**src/rtl/bpt_pkg.sv**
```systemverilog
// Package: shared command type and strobe decoding for the precharge tracker.
// Assumes active-low strobes sampled on the rising clock edge.
package bpt_pkg;

    typedef enum logic [2:0] {
        BPT_NOP,
        BPT_ACT,
        BPT_RD,
        BPT_WR,
        BPT_PRE,
        BPT_OTHER
    } bpt_cmd_e;

    // Map chip select and the three strobes to a command kind.
    function automatic bpt_cmd_e bpt_decode(input logic cs_n, input logic ras_n,
                                            input logic cas_n, input logic we_n);
        bpt_cmd_e c;
        if (cs_n) begin
            c = BPT_NOP;
        end else begin
            unique case ({ras_n, cas_n, we_n})
                3'b011:  c = BPT_ACT;
                3'b101:  c = BPT_RD;
                3'b100:  c = BPT_WR;
                3'b010:  c = BPT_PRE;
                3'b111:  c = BPT_NOP;
                default: c = BPT_OTHER;
            endcase
        end
        return c;
    endfunction

endpackage

```
**src/rtl/bpt_cmd_decode.sv**
```systemverilog
// Command decoder: turns strobes and address bits into one-hot command
// flags, the addressed bank, the precharge bank mask and the burst length.
// Assumes burst_code selects a power-of-two length of 1 to 8 beats.
module bpt_cmd_decode
    import bpt_pkg::*;
#(
    parameter int BEAT_W = 4
) (
    input  logic              cs_n,
    input  logic              ras_n,
    input  logic              cas_n,
    input  logic              we_n,
    input  logic              addr10,
    input  logic              addr11,
    input  logic [1:0]        burst_code,
    output logic              is_act,
    output logic              is_rd,
    output logic              is_wr,
    output logic              is_pre,
    output logic              bank_sel,
    output logic              ap_req,
    output logic [1:0]        pre_mask,
    output logic [BEAT_W-1:0] beats
);

    bpt_cmd_e cmd;

    // Classify the command of this cycle.
    always_comb begin
        cmd    = bpt_decode(cs_n, ras_n, cas_n, we_n);
        is_act = (cmd == BPT_ACT);
        is_rd  = (cmd == BPT_RD);
        is_wr  = (cmd == BPT_WR);
        is_pre = (cmd == BPT_PRE);
    end

    // Derive the bank operands from the address bits.
    always_comb begin
        bank_sel = addr11;
        ap_req   = addr10;
        if (addr10)      pre_mask = 2'b11;
        else if (addr11) pre_mask = 2'b10;
        else             pre_mask = 2'b01;
        beats = BEAT_W'(1) << burst_code;
    end

endmodule

```
**src/rtl/bpt_bank.sv**
```systemverilog
// Per-bank tracker: holds the open state, a recovery-window counter that
// blocks early explicit precharge, and an auto-precharge countdown that
// fires a one-cycle start pulse. Assumes the caller only asserts do_act,
// do_rw and do_pre for commands already judged legal.
module bpt_bank #(
    parameter int BEAT_W = 4,
    parameter int GW     = 4,
    parameter int CW     = 4,
    parameter int T_WR   = 2
) (
    input  logic              clk,
    input  logic              rst_n,
    input  logic              do_act,
    input  logic              do_rw,
    input  logic              rw_is_wr,
    input  logic              rw_ap,
    input  logic              do_pre,
    input  logic              burst_end,
    input  logic              cl3,
    input  logic [BEAT_W-1:0] beats,
    output logic              open_o,
    output logic              pend_o,
    output logic              busy_o,
    output logic              fire_o
);

    logic          open_q;
    logic          pend_q;
    logic          wr3_q;
    logic [GW-1:0] guard_q;
    logic [CW-1:0] cnt_q;
    logic [GW-1:0] g_load;
    logic [CW-1:0] d_load;

    // Reload values: recovery window minus one and start delay minus one.
    always_comb begin
        g_load = GW'(beats) - GW'(1) + (rw_is_wr ? GW'(T_WR - 1) : GW'(0));
        d_load = CW'(beats) - CW'(1) + ((rw_is_wr && cl3) ? CW'(1) : CW'(0));
    end

    assign fire_o = pend_q && (cnt_q == '0);
    assign open_o = open_q;
    assign pend_o = pend_q;
    assign busy_o = (guard_q != '0);

    // Bank state update, closing has priority over any other change.
    always_ff @(posedge clk) begin
        if (!rst_n) begin
            open_q  <= 1'b0;
            pend_q  <= 1'b0;
            wr3_q   <= 1'b0;
            guard_q <= '0;
            cnt_q   <= '0;
        end else if (fire_o || do_pre) begin
            open_q  <= 1'b0;
            pend_q  <= 1'b0;
            guard_q <= '0;
            cnt_q   <= '0;
        end else if (do_act) begin
            open_q <= 1'b1;
        end else if (do_rw) begin
            guard_q <= g_load;
            if (rw_ap) begin
                pend_q <= 1'b1;
                cnt_q  <= d_load;
                wr3_q  <= rw_is_wr && cl3;
            end
        end else begin
            if (guard_q != '0) guard_q <= guard_q - GW'(1);
            if (pend_q) begin
                if (burst_end)          cnt_q <= CW'(wr3_q);
                else if (cnt_q != '0)   cnt_q <= cnt_q - CW'(1);
            end
        end
    end

    // A pending auto-precharge only exists on an open bank.
    p_pend_open_r4: assert property (@(posedge clk) disable iff (!rst_n)
        pend_q |-> open_q);

    // A running recovery window only exists on an open bank.
    p_busy_open_r7: assert property (@(posedge clk) disable iff (!rst_n)
        busy_o |-> open_q);

    // An automatic start leaves the bank closed with nothing pending.
    p_fire_closes_r5: assert property (@(posedge clk) disable iff (!rst_n)
        fire_o |=> (!open_q && !pend_q));

    // An accepted activate opens the bank.
    p_act_opens_r2: assert property (@(posedge clk) disable iff (!rst_n)
        (do_act && !fire_o) |=> open_q);

endmodule

```
**src/rtl/bank_precharge_tracker.sv**
```systemverilog
// Top level: decodes commands, judges their legality against the state of
// both banks, steers accepted commands to the per-bank trackers and
// registers the error flag. Assumes cas_lat and burst_code are stable
// while a command is issued; cas_lat of 3 selects the longer write delay.
module bank_precharge_tracker #(
    parameter int T_WR = 2
) (
    input  logic       clk,
    input  logic       rst_n,
    input  logic       cs_n,
    input  logic       ras_n,
    input  logic       cas_n,
    input  logic       we_n,
    input  logic       addr10,
    input  logic       addr11,
    input  logic [1:0] cas_lat,
    input  logic [1:0] burst_code,
    input  logic       burst_end,
    output logic [1:0] bank_open,
    output logic [1:0] pre_start,
    output logic       cmd_illegal
);

    localparam int NBANK  = 2;
    localparam int BL_MAX = 8;
    localparam int BEAT_W = $clog2(BL_MAX + 1);
    localparam int GW     = $clog2(BL_MAX + T_WR + 1);
    localparam int CW     = $clog2(BL_MAX + 2);

    logic              is_act, is_rd, is_wr, is_pre;
    logic              bank_sel, ap_req;
    logic [1:0]        pre_mask;
    logic [BEAT_W-1:0] beats;
    logic [NBANK-1:0]  b_open, b_pend, b_busy, b_fire;
    logic [NBANK-1:0]  do_act, do_rw, do_pre;
    logic              illegal_now;
    logic              cl3;
    logic              illegal_q;

    bpt_cmd_decode #(.BEAT_W(BEAT_W)) i_decode (
        .cs_n      (cs_n),
        .ras_n     (ras_n),
        .cas_n     (cas_n),
        .we_n      (we_n),
        .addr10    (addr10),
        .addr11    (addr11),
        .burst_code(burst_code),
        .is_act    (is_act),
        .is_rd     (is_rd),
        .is_wr     (is_wr),
        .is_pre    (is_pre),
        .bank_sel  (bank_sel),
        .ap_req    (ap_req),
        .pre_mask  (pre_mask),
        .beats     (beats)
    );

    assign cl3 = (cas_lat == 2'd3);

    // Judge the command against the addressed banks.
    always_comb begin
        illegal_now = 1'b0;
        if (is_act && b_open[bank_sel])                            illegal_now = 1'b1;
        if ((is_rd || is_wr) && (!b_open[bank_sel] || b_pend[bank_sel])) illegal_now = 1'b1;
        if (is_pre && ((pre_mask & b_open & b_busy) != '0))        illegal_now = 1'b1;
    end

    genvar gb;
    generate
        for (gb = 0; gb < NBANK; gb++) begin : g_bank
            // Steer an accepted command to this bank.
            always_comb begin
                do_act[gb] = is_act && !illegal_now && (bank_sel == gb[0]);
                do_rw[gb]  = (is_rd || is_wr) && !illegal_now && (bank_sel == gb[0]);
                do_pre[gb] = is_pre && !illegal_now && pre_mask[gb];
            end

            bpt_bank #(
                .BEAT_W(BEAT_W),
                .GW    (GW),
                .CW    (CW),
                .T_WR  (T_WR)
            ) i_bank (
                .clk      (clk),
                .rst_n    (rst_n),
                .do_act   (do_act[gb]),
                .do_rw    (do_rw[gb]),
                .rw_is_wr (is_wr),
                .rw_ap    (ap_req),
                .do_pre   (do_pre[gb]),
                .burst_end(burst_end),
                .cl3      (cl3),
                .beats    (beats),
                .open_o   (b_open[gb]),
                .pend_o   (b_pend[gb]),
                .busy_o   (b_busy[gb]),
                .fire_o   (b_fire[gb])
            );

            assign pre_start[gb] = b_fire[gb] || (do_pre[gb] && b_open[gb]);
        end
    endgenerate

    // Register the error flag for one cycle.
    always_ff @(posedge clk) begin
        if (!rst_n) illegal_q <= 1'b0;
        else        illegal_q <= illegal_now;
    end

    assign cmd_illegal = illegal_q;
    assign bank_open   = b_open;

    // A start pulse only ever concerns an open bank.
    p_pulse_open_r3: assert property (@(posedge clk) disable iff (!rst_n)
        (pre_start & ~bank_open) == '0);

    // A rejected command with no automatic start freezes the open state.
    p_reject_hold_r9: assert property (@(posedge clk) disable iff (!rst_n)
        (illegal_now && (b_fire == '0)) |=> $stable(bank_open));

    // An accepted all-bank precharge leaves both banks closed.
    p_all_close_r3: assert property (@(posedge clk) disable iff (!rst_n)
        (is_pre && addr10 && !illegal_now) |=> (bank_open == '0));

    // A deselected cycle steers nothing to any bank.
    p_cs_mask_r1: assert property (@(posedge clk) disable iff (!rst_n)
        cs_n |-> ((do_act | do_rw | do_pre) == '0));

endmodule

```
**config.mk**
```make
export PLATFORM = sky130hd
export DESIGN_NAME = bank_precharge_tracker
export DESIGN_NICKNAME = d
export VERILOG_FILES = /design/src/rtl/bpt_pkg.sv /design/src/rtl/bpt_cmd_decode.sv /design/src/rtl/bpt_bank.sv /design/src/rtl/bank_precharge_tracker.sv
export SDC_FILE = /design/constraint.sdc
export NUM_CORES = 1
export LEC_CHECK = 0
export BUFFER_PORTS_ARGS = -buffer_cell sky130_fd_sc_hd__buf_2
export CAP_MARGIN = 20
export CORE_MARGIN = 5
export CORE_UTILIZATION = 52
export DETAILED_ROUTE_END_ITERATION = 10
export GPL_TIMING_DRIVEN = 1
export PLACE_DENSITY = 0.85
export SKIP_LAST_GASP = 1
export SLEW_MARGIN = 30
export SYNTH_ARGS = -nofsm -noshare
export SYNTH_HDL_FRONTEND = slang
export SYNTH_SLANG_ARGS = --single-unit
```
**constraint.sdc**
```tcl
create_clock -name clk -period 1.8 [get_ports clk]
set_input_delay 0 -clock clk [delete_from_list [all_inputs] [get_ports clk]]
set_output_delay 0 -clock clk [all_outputs]
set_load 0.03 [all_outputs]
```
Word-level counts from Yosys, hierarchy flattened:

Cells that the tools add are included.

* $add $sub $neg: 7
* multipliers: 0
* div/mod/pow operators: 0
* magnitude comparators: 1
* eq/ne operators: 12
* shifts and indexed selects: 1
* multiplexer cells: 26
* bitwise logic cells: 8
* reduce and logical (&&, ||, !) cells: 48

Operators by type and width (number)
* 4-bit two-way mux: 13
* 4-bit by 1-bit subtractor with 4-bit output, second input constant: 5
* 1-bit logical AND: 17
* 4-bit AND reduction: 4
* 4-bit nonzero test: 4
* 3-bit one-hot mux with 5 select lines: 1
* 3-bit by 2-bit equality test with 1-bit output, second input constant: 4
* 3-bit equality test, second input constant: 4
* 2-bit nonzero test: 5
* 1-bit two-way mux: 9
* 4-bit adder: 2
* 4-bit logical NOT: 2
* 1-bit logical OR: 6
* 1-bit NOT: 6
* 3-bit AND reduction: 2
* 3-bit nonzero test: 2
* 2-bit bitwise AND: 2
* 2-bit two-way mux: 2
* 2-bit != test, second input constant: 2
* 2-bit AND reduction: 2
* 2-bit OR reduction: 2
* 1-bit by 2-bit left shift with 4-bit output, first input constant: 1
* 3-bit by 1-bit equality test with 1-bit output, second input constant: 1
* 3-bit two-way mux: 1
* 3 further kinds: 4

* register bits after elaboration: 23
* bits in latches: 0
* bits in writable memories: 0
* memory bits (read-only): 0
* input bits: 13
* word-level logic and storage cells: 114
* memories: 0

Longest topological paths before layout:

Gate-level depths: netlist of the first run.

* word-level depth: 14
* depth in mapped cells: 9
* depth with buffers taken out: 9

Cells and area by module:

From an unflattened synthesis of the first run, not the netlist that was laid out.

* cells, all modules: 247
* area total of the unflattened synthesis: 2044.5 µm²

By module, submodules not included
* bpt_bank at g_bank[0].i_bank: times used 1, cells each 103, area an instance 877.1 µm², seq. area each 220.2 µm²
* bpt_bank at g_bank[1].i_bank: times used 1, cells each 104, area an instance 868.3 µm², seq. area each 220.2 µm²
* bank_precharge_tracker: times used 1, cells each 28, area an instance 206.4 µm², seq. area each 20.0 µm²
* bpt_cmd_decode: times used 1, cells each 12, area an instance 92.6 µm², seq. area each 0.0 µm²

Worst setup path before layout of the first run:

Ideal clock, no wire load.

* path kind: register to output
* from: register g_bank[0].i_bank.guard_q[0]
* to: output port pre_start[1]
* arrival time: 2094 ps
* required time: 1800 ps
* setup slack: -294 ps
* cell stages (with the launch flop): 8
* path buffers: 1
* cells stage by stage: dfxtp_1 -> inv_1 -> ha_1 -> or3b_1 -> buf_2 -> a32oi_2 -> o21ai_2 -> o21ai_0

* word-level cells in the longest chain between the ends: 10

Ends and longest elaborated chain
* start, declared: RTL line bpt_bank.sv:30 `logic [GW-1:0] guard_q;`
* start signal, assigned: RTL line bpt_bank.sv:62 `guard_q <= g_load;`
* start signal, assigned: RTL line bpt_bank.sv:69 `if (guard_q != '0) guard_q <= guard_q - GW'(1);`
* 4-bit nonzero test: RTL line bpt_bank.sv:44 `assign busy_o = (guard_q != '0);`
* 2-bit bitwise AND: RTL line bank_precharge_tracker.sv:65 `if (is_pre && ((pre_mask & b_open & b_busy) != '0)) illegal_now = 1'b1;`
* 2-bit nonzero test: RTL line bank_precharge_tracker.sv:65
* 1-bit logical AND: RTL line bank_precharge_tracker.sv:65
* 1-bit two-way mux: RTL line bank_precharge_tracker.sv:65
* 1-bit logical NOT: RTL line bank_precharge_tracker.sv:75 `do_pre[gb] = is_pre && !illegal_now && pre_mask[gb];`
* 1-bit logical AND (2 in a row): RTL line bank_precharge_tracker.sv:75
* 1-bit logical AND: RTL line bank_precharge_tracker.sv:100 `assign pre_start[gb] = b_fire[gb] || (do_pre[gb] && b_open[gb]);`
* 1-bit logical OR: RTL line bank_precharge_tracker.sv:100
* end, declared: RTL line bank_precharge_tracker.sv:20 `output logic [1:0] pre_start,`

Every way passes these cells.

Final worst setup path of the first run:

* from: register g_bank[0].i_bank.guard_q[0]
* to: output port pre_start[0]

Same word-level chain as after synthesis.

==> out/results.md, run 1 <==
• 32.9% — area added between synthesis and finish
• 1586 — vias in the first global route
• 0.00305 mm² — area of the core region
• 1.98 ns — shortest clock period the worst path allows after layout
• 18 — number of top-level design ports
• 0 — number of inserted diodes
• 0 — total congestion overflow
• 0.41 ns — Critical Path Max Stage Delay
• 5.09 mm — Total Routed Length
• 1.98 ns — critical path arrival
• 53.4% — Slew headroom
• 66.5 µm — die boundary width
• dfxtp_1 — biggest area consumer among synthesized cells
• 21 — number of setup violations in the final report
• 7.13 mm — first-pass GRT wire length
• 3.24 mm — estimated wirelength of the detail-placed design
• 174 — count of routing violations after the opening detailed-route iteration
• 72.3% — share of the core filled with cells in the final layout
• 0% — share of synthesized flip-flops with an asynchronous set or reset
• done — CTS tree
• finished, violations left — outcome
• 66.5 µm — Chip Height
• inv_2, ha_4, or3b_4, a32oi_4, o21ai_2, buf_6, o21ai_2, buf_6 — cell-by-cell listing of the critical path
• -0.180 ns — slack of the critical path
• -2.31 ns — final total negative setup slack
• 0.000401 V — worst vdd rail ir drop
• 859 mW/mm² — total power per unit cell area
• 20.6% — combined global-route utilization of all metal layers
• 208 — number of standard cells after synthesis
• 0.697 ns — transition time at the pin with the least slew margin
• 0 — EDFF count, synth
• primary input to register — Hold Crit Class
• 1.80 ns — required time at the worst-slack endpoint
• 0.33 ns — worst-skew pair later-pin latency
• 23 — post-synthesis register bit count
• 1830 — vias post-DR
• or3b_4 — crit path max-delay cell type
• 110% — fraction of the cycle the final worst path needs
• register — launching element type of the critical path
• dfxtp_1 — predominant post-synthesis flop cell
• 0 — maximum capacitance violations
• 14 — pin count of the biggest net entering global routing
• 0 — Ys Warns
• 0 — Post-DRT Antenna Nets
• 0.00221 mm² — cell area after layout
• 0.00166 mm² — post-synthesis instance area
• 0 — post-detailed-route DRC marker count
• setup timing — violations in the final reports
• register to output pin — worst setup path class
• 0 — final number of hold-violating endpoints
• 54.4% — starting density of the core
• 58 — number of library cell types mapped by synthesis
• true — unrepaired setup endpoints after global routing
• 213 — Fillers
• 0 — initial antenna violation count
• 2 — Bufs on Longest Clock Path
• 7.98 µm² — per-instance average area after synthesis
• 0.00442 mm² — die footprint
• 36.8% — fraction of final layout cells sized beyond drive strength 1
• 0.00197 mm² — Post-Place Cell Area
• 20 — number of standard-cell rows in the floorplan
• 17 — count of input and output buffers
• 0.00420 ns — Min Hold Slack
• 0.829 — placer's final routability congestion estimate
• 0.00616 ns — skew final
• 229 — synthesized netlist net count
• dfxtp_1 (28%), ha_1 (6.0%), a21oi_1 (5.1%) — cell types with the largest area share after synthesis
• 3 — CTS Buf Count
• 275 — number of nets at the end of the flow
• 4 — number of search-and-repair iterations in the first detailed-routing pass
• 27.7% — share of the yosys chip area belonging to registers
• 6.16 — via density per instance
• 27.7% — Yosys top cell area share
• 23 — sinks on the clock net
• 1 — H-tree depth reported by CTS
• 17.1 µm — post-detailed-route wirelength per cell
• 0.854 nW — static leakage power
• -0.0912 ns — DP Worst Slack
• clkbuf_4 — CTS Root Cell
• 505 MHz — Max Clk Rate
• 3 — Critical Path Fanout Max
• output pin — type of element capturing the critical path
• 0.14 ns — clock transition at the registers of the reported paths
• 0 — Final Max Tran Viols
-- final cells by class --
cell class / instances / area [µm²] / area share (%)
inverter: 13 / 48.8 / 2.21
clock buffer: 3 / 22.5 / 1.02
tap: 44 / 55.1 / 2.50
multi-input combinational: 161 / 1200 / 54.5
timing repair buffer: 52 / 408 / 18.5
clock inverter: 1 / 5.00 / 0.227
sequential: 23 / 464 / 21.0
-- metal layers --
layer	part of all wire, %	GRT usage (%)
met5	0	0
met3	6.7	2.19
met2	49	36.8
met4	3.0	8.12
met1	41	24.9
-- worst paths after layout --
check                           slack [ns]  cells past startpoint                           to                        start
worst max-delay path                 -0.18                      8                 pre_start[0]  g_bank[0].i_bank.guard_q[0]
worst min-delay path                 0.004                      3       g_bank[0].i_bank.wr3_q                       addr10
worst max register to register       -0.18                      9  g_bank[1].i_bank.guard_q[0]  g_bank[0].i_bank.guard_q[0]
worst min register to register        0.49                      2       g_bank[0].i_bank.wr3_q       g_bank[0].i_bank.wr3_q
-- Yosys cell counts, types with 3 or more instances --
| library cell | count |
|---|---|
| a211oi_1 | 4 |
| a21o_1 | 3 |
| a21oi_1 | 17 |
| a31oi_1 | 4 |
| buf_2 | 6 |
| dfxtp_1 | 23 |
| ha_1 | 8 |
| inv_1 | 13 |
| nand2_1 | 17 |
| nand2b_1 | 3 |
| nand3_1 | 5 |
| nor2_1 | 22 |
| nor2b_1 | 3 |
| nor3_1 | 10 |
| nor3b_2 | 3 |
| o211ai_1 | 3 |
| o21ai_0 | 9 |
| or3_1 | 3 |
| xnor2_1 | 3 |
-- flip-flops by register name, indices dropped and copies added (netlist names) --
signal                 cells
cmd_illegal                1
g_bank.i_bank.open_o       2
g_bank.i_bank.wr3_q        2
g_bank.i_bank.guard_q      8
g_bank.i_bank.cnt_q        8
g_bank.i_bank.pend_o       2
-- placed cells by master, fill, tap and decap left out, types with 3 or more instances in the layout --
cell      synthesis  final
nor2b_1           3      3
a21o_1            3      3
a211oi_2          0      4
dfxtp_1          23     20
clkbuf_4          0      3
buf_4             2     28
o21ai_0           9      7
nand2b_1          3      3
o211ai_1          3      3
nand3_1           5      5
nor3_1           10      9
ha_1              8      6
buf_6             1      6
dfxtp_2           0      3
a31oi_1           4      4
a21oi_1          17     13
inv_1            13     10
nor3b_2           3      3
nor2_1           22     21
a21oi_2           1      4
nand2_1          17     17
xnor2_1           3      3
or3_1             3      3
buf_2             6     15
inv_2             0      3
-- timing repair --
item	in CTS	in global routing
setup buffers	6	1
hold buffers	1	0
gates cloned	0	1
resized for setup	6	23
hold endpoints to repair	3	0
setup endpoints to repair	13	22
pin swaps	4	10
-- worst max-delay path: cells and delay by family, from the launching register on --
| kind | cells | cell delay, ns |
|---|---|---|
| compound gates | 3 | 0.43 |
| buf+inv | 3 | 0.34 |
| fa+ha+maj | 1 | 0.13 |
| simple gates | 1 | 0.41 |
| flops | 1 | 0.35 |
-- kinds of logic after synthesis --
family / share of synthesized area [%]
and+or+nand+nor: 32.0
buffers and inverters: 6.78
DFF: 27.7
xor gates and xnor gates: 2.64
AOI/OAI and AO/OA: 24.3
muxes: 0.603
adders and majority gates: 6.03
-- per-stage QoR --
stage / total power, W / std cells
2_1_floorplan: 0.00125 / 208
3_3_place_gp: 0.00147 / 284
3_5_place_dp: 0.00150 / 284
4_1_cts: 0.00178 / 295
5_1_grt: 0.00201 / 297
6_report: 0.00189 / 297
-- power breakdown --
part | total, W | switching [W] | internal [W]
clock network | 0.000255 | 0.000172 | 0.0000834
registers | 0.000643 | 0.0000556 | 0.000587
logic | 0.000996 | 0.000457 | 0.000539
total | 0.00189 | 0.000684 | 0.00121
(Power assumes the default switching activity.)
==> run 2: changes to the inputs <==
--- a/config.mk
+++ b/config.mk
@@ -10,7 +10,7 @@
 export CORE_MARGIN = 5
 export CORE_UTILIZATION = 52
 export DETAILED_ROUTE_END_ITERATION = 10
-export GPL_TIMING_DRIVEN = 1
+export GPL_TIMING_DRIVEN = 0
 export PLACE_DENSITY = 0.85
 export SKIP_LAST_GASP = 1
 export SLEW_MARGIN = 30
==> run 2 against run 1 <==
- the run still ends with setup timing left
- combinational power is 7.9% lower
- first-iteration DRC count is 32% lower
- fmax hardly changed
- routed wire length is 18% lower
- flip-flop and latch count stayed put
- power is 4.2% lower
- global-route usage is 1.1 points lower
- largest power group unchanged
==> out/results.md, run 2 (synthesis results as in run 1) <==
• 5.90 — via density per instance
• 2 — Worst Hold Depth
• output pin — type of element capturing the critical path
• done — CTS tree
• 0.0189 ns — Min Hold Slack
• rst_n — origin of the worst min-delay path
• 22 — number of setup violations in the final report
• 0 — initial antenna violation count
• 0 — Post-DRT Antenna Nets
• g_bank[0].i_bank.wr3_q — end of the worst hold path
• 1.98 ns — critical path arrival
• compound AO/OA/AOI/OAI gates — Top delay family on crit path
• 1 — H-tree depth reported by CTS
• 15.0 µm — post-detailed-route wirelength per cell
• register to output pin — worst setup path class
• 0 — final number of hold-violating endpoints
• 22.1% — area added between synthesis and finish
• 0.000654 W — sw power
• 0 — Final Max Tran Viols
• 29.1% — fraction of final layout cells sized beyond drive strength 1
• nor2_1 (21), dfxtp_1 (21), buf_2 (18), nand2_1 (16), a21oi_1 (12) — commonest non-fill, non-tap cells in the layout
• 119 — count of routing violations after the opening detailed-route iteration
• finished, violations left — outcome
• g_bank[0].i_bank.guard_q[1] — endpoint of the worst-slack reg-to-reg timing path
• 0.14 ns — clock transition at the registers of the reported paths
• 0.00116 W — cell-internal power
• 0 — maximum capacitance violations
• -0.213 ns — DP Worst Slack
• 15 — count of input and output buffers
• dfxtp_2 — crit path max-delay cell type
• 3 — Critical Path Fanout Max
• 66.5 µm — die boundary width
• 66.4% — share of the core filled with cells in the final layout
• 35.6% — proportion of power drawn by flip-flops and latches
• 0.000384 V — worst vdd rail ir drop
• 19.5% — combined global-route utilization of all metal layers
• 256 — number of nets at the end of the flow
• g_bank[0].i_bank.guard_q[1] — Worst R2R Start
• 895 mW/mm² — total power per unit cell area
• 20 — number of standard-cell rows in the floorplan
• 0.35 ns — Critical Path Max Stage Delay
• primary input to register — Hold Crit Class
• 4.16 mm — Total Routed Length
• 0 — total congestion overflow
• 0.745 nW — static leakage power
• 0.00442 mm² — die footprint
• 110% — fraction of the cycle the final worst path needs
• 0.842 — placer's final routability congestion estimate
• 2 — Bufs on Longest Clock Path
• 1.98 ns — shortest clock period the worst path allows after layout
• 259 — Fillers
• 2.85 mm — estimated wirelength of the detail-placed design
• 36.1% — switching fraction of total power
• 0.00182 mm² — Post-Place Cell Area
• 50.6% — Gate power share
• 0.00203 mm² — cell area after layout
• register — launching element type of the critical path
• 3 — CTS Buf Count
• 0.797 ns — transition time at the pin with the least slew margin
• 1497 — vias in the first global route
• 505 MHz — Max Clk Rate
• clkbuf_4 — CTS Root Cell
• g_bank.i_bank.cnt_q (8), g_bank.i_bank.guard_q (8) — Regs by FF count
• -0.14 ns — reg-to-reg setup timing slack
• 0.00123 mm² — area of the multi-input gates
• 0 — Hold Buf Count CTS
• true — unrepaired setup endpoints after global routing
• 0.0117 ns — skew final
• 0.32 ns — worst-skew pair later-pin latency
• 1641 — vias post-DR
• 4 — number of search-and-repair iterations in the first detailed-routing pass
• 54.4% — starting density of the core
• 9 — R2R cell count
• 66.5 µm — Chip Height
• -0.182 ns — slack of the critical path
• inv_2, ha_4, or3b_1, buf_6, a32oi_4, o21ai_4, o21ai_1, buf_4 — cell-by-cell listing of the critical path
• 1.80 ns — required time at the worst-slack endpoint
• 13 — pin count of the biggest net entering global routing
• 463 µm² — Seq. cell area
• 0 — post-detailed-route DRC marker count
• 3 — Critical path buffers and inverters
• 6.72 mm — first-pass GRT wire length
• 0 — number of inserted diodes
• 23 — sinks on the clock net
• setup timing — violations in the final reports
• 0.00305 mm² — area of the core region
• 13.9% — relative contribution of the clock network to total power
• 46.1% — Slew headroom
• 18 — number of top-level design ports
## run 2: per-layer routing
layer | wire (µm) | vias up | GRT usage (%)
met5 | 0 | - | 0
met4 | 69 | 0 | 7.61
met3 | 179 | 7 | 1.52
met2 | 1970 | 50 | 32.5
met1 | 1940 | 775 | 26.0
li1 | - | 809 | -
## run 2: power groups by stage
stage / combinational [W] / clock, W / sequential (W)
final: 0.000917 / 0.000252 / 0.000645
after CTS: 0.000845 / 0.000252 / 0.000640
after global routing: 0.00103 / 0.000282 / 0.000658
after detailed placement: 0.000729 / 0 / 0.000659
after global placement: 0.000718 / 0 / 0.000658
after floorplan: 0.000609 / 0 / 0.000645
## run 2: stage by stage
stage	power, W	instances	setup TNS (ns)
final	0.00181	278	-2.26
after floorplan	0.00125	208	-0.0183
after detailed placement	0.00139	267	-2.07
after global placement	0.00138	267	-1.68
after global routing	0.00197	278	-3.95
after CTS	0.00174	278	-1.62
## run 2: worst reg2reg max path: stages, from the launching register on
cell and delay [ns]:
dfxtp_2 0.35, inv_2 0.06, ha_4 0.12, or3b_1 0.35
buf_6 0.14, a32oi_4 0.20, buf_4 0.15, o211ai_1 0.14
nand3_2 0.25, a211oi_1 0.07
## run 2: worst max path at each step
| stage | start | endpoint | cells past startpoint |
|---|---|---|---|
| 2_1_floorplan | g_bank[0].i_bank.guard_q[1] | g_bank[1].i_bank.cnt_q[0] | 8 |
| 3_3_place_gp | cs_n | g_bank[0].i_bank.cnt_q[2] | 10 |
| 3_5_place_dp | cs_n | g_bank[0].i_bank.cnt_q[2] | 10 |
| 4_1_cts | g_bank[0].i_bank.guard_q[1] | pre_start[1] | 8 |
| 5_1_grt | g_bank[0].i_bank.guard_q[1] | pre_start[0] | 8 |
| 6_report | g_bank[0].i_bank.guard_q[1] | pre_start[0] | 8 |
## run 2: layout make-up
type / count / area share, %
timing repair buffer: 21 / 6.73
clock buffer: 4 / 1.30
sequential: 23 / 22.8
inverter: 13 / 2.41
buffer: 11 / 3.46
tap: 44 / 2.72
multi-input combinational: 162 / 60.6
## run 2: timing repair
action | 4_1_cts | 5_1_grt
setup buffers | 6 | 0
pin swaps | 10 | 3
gates cloned | 1 | 0
resized for setup | 15 | 11
setup endpoints to repair | 22 | 23
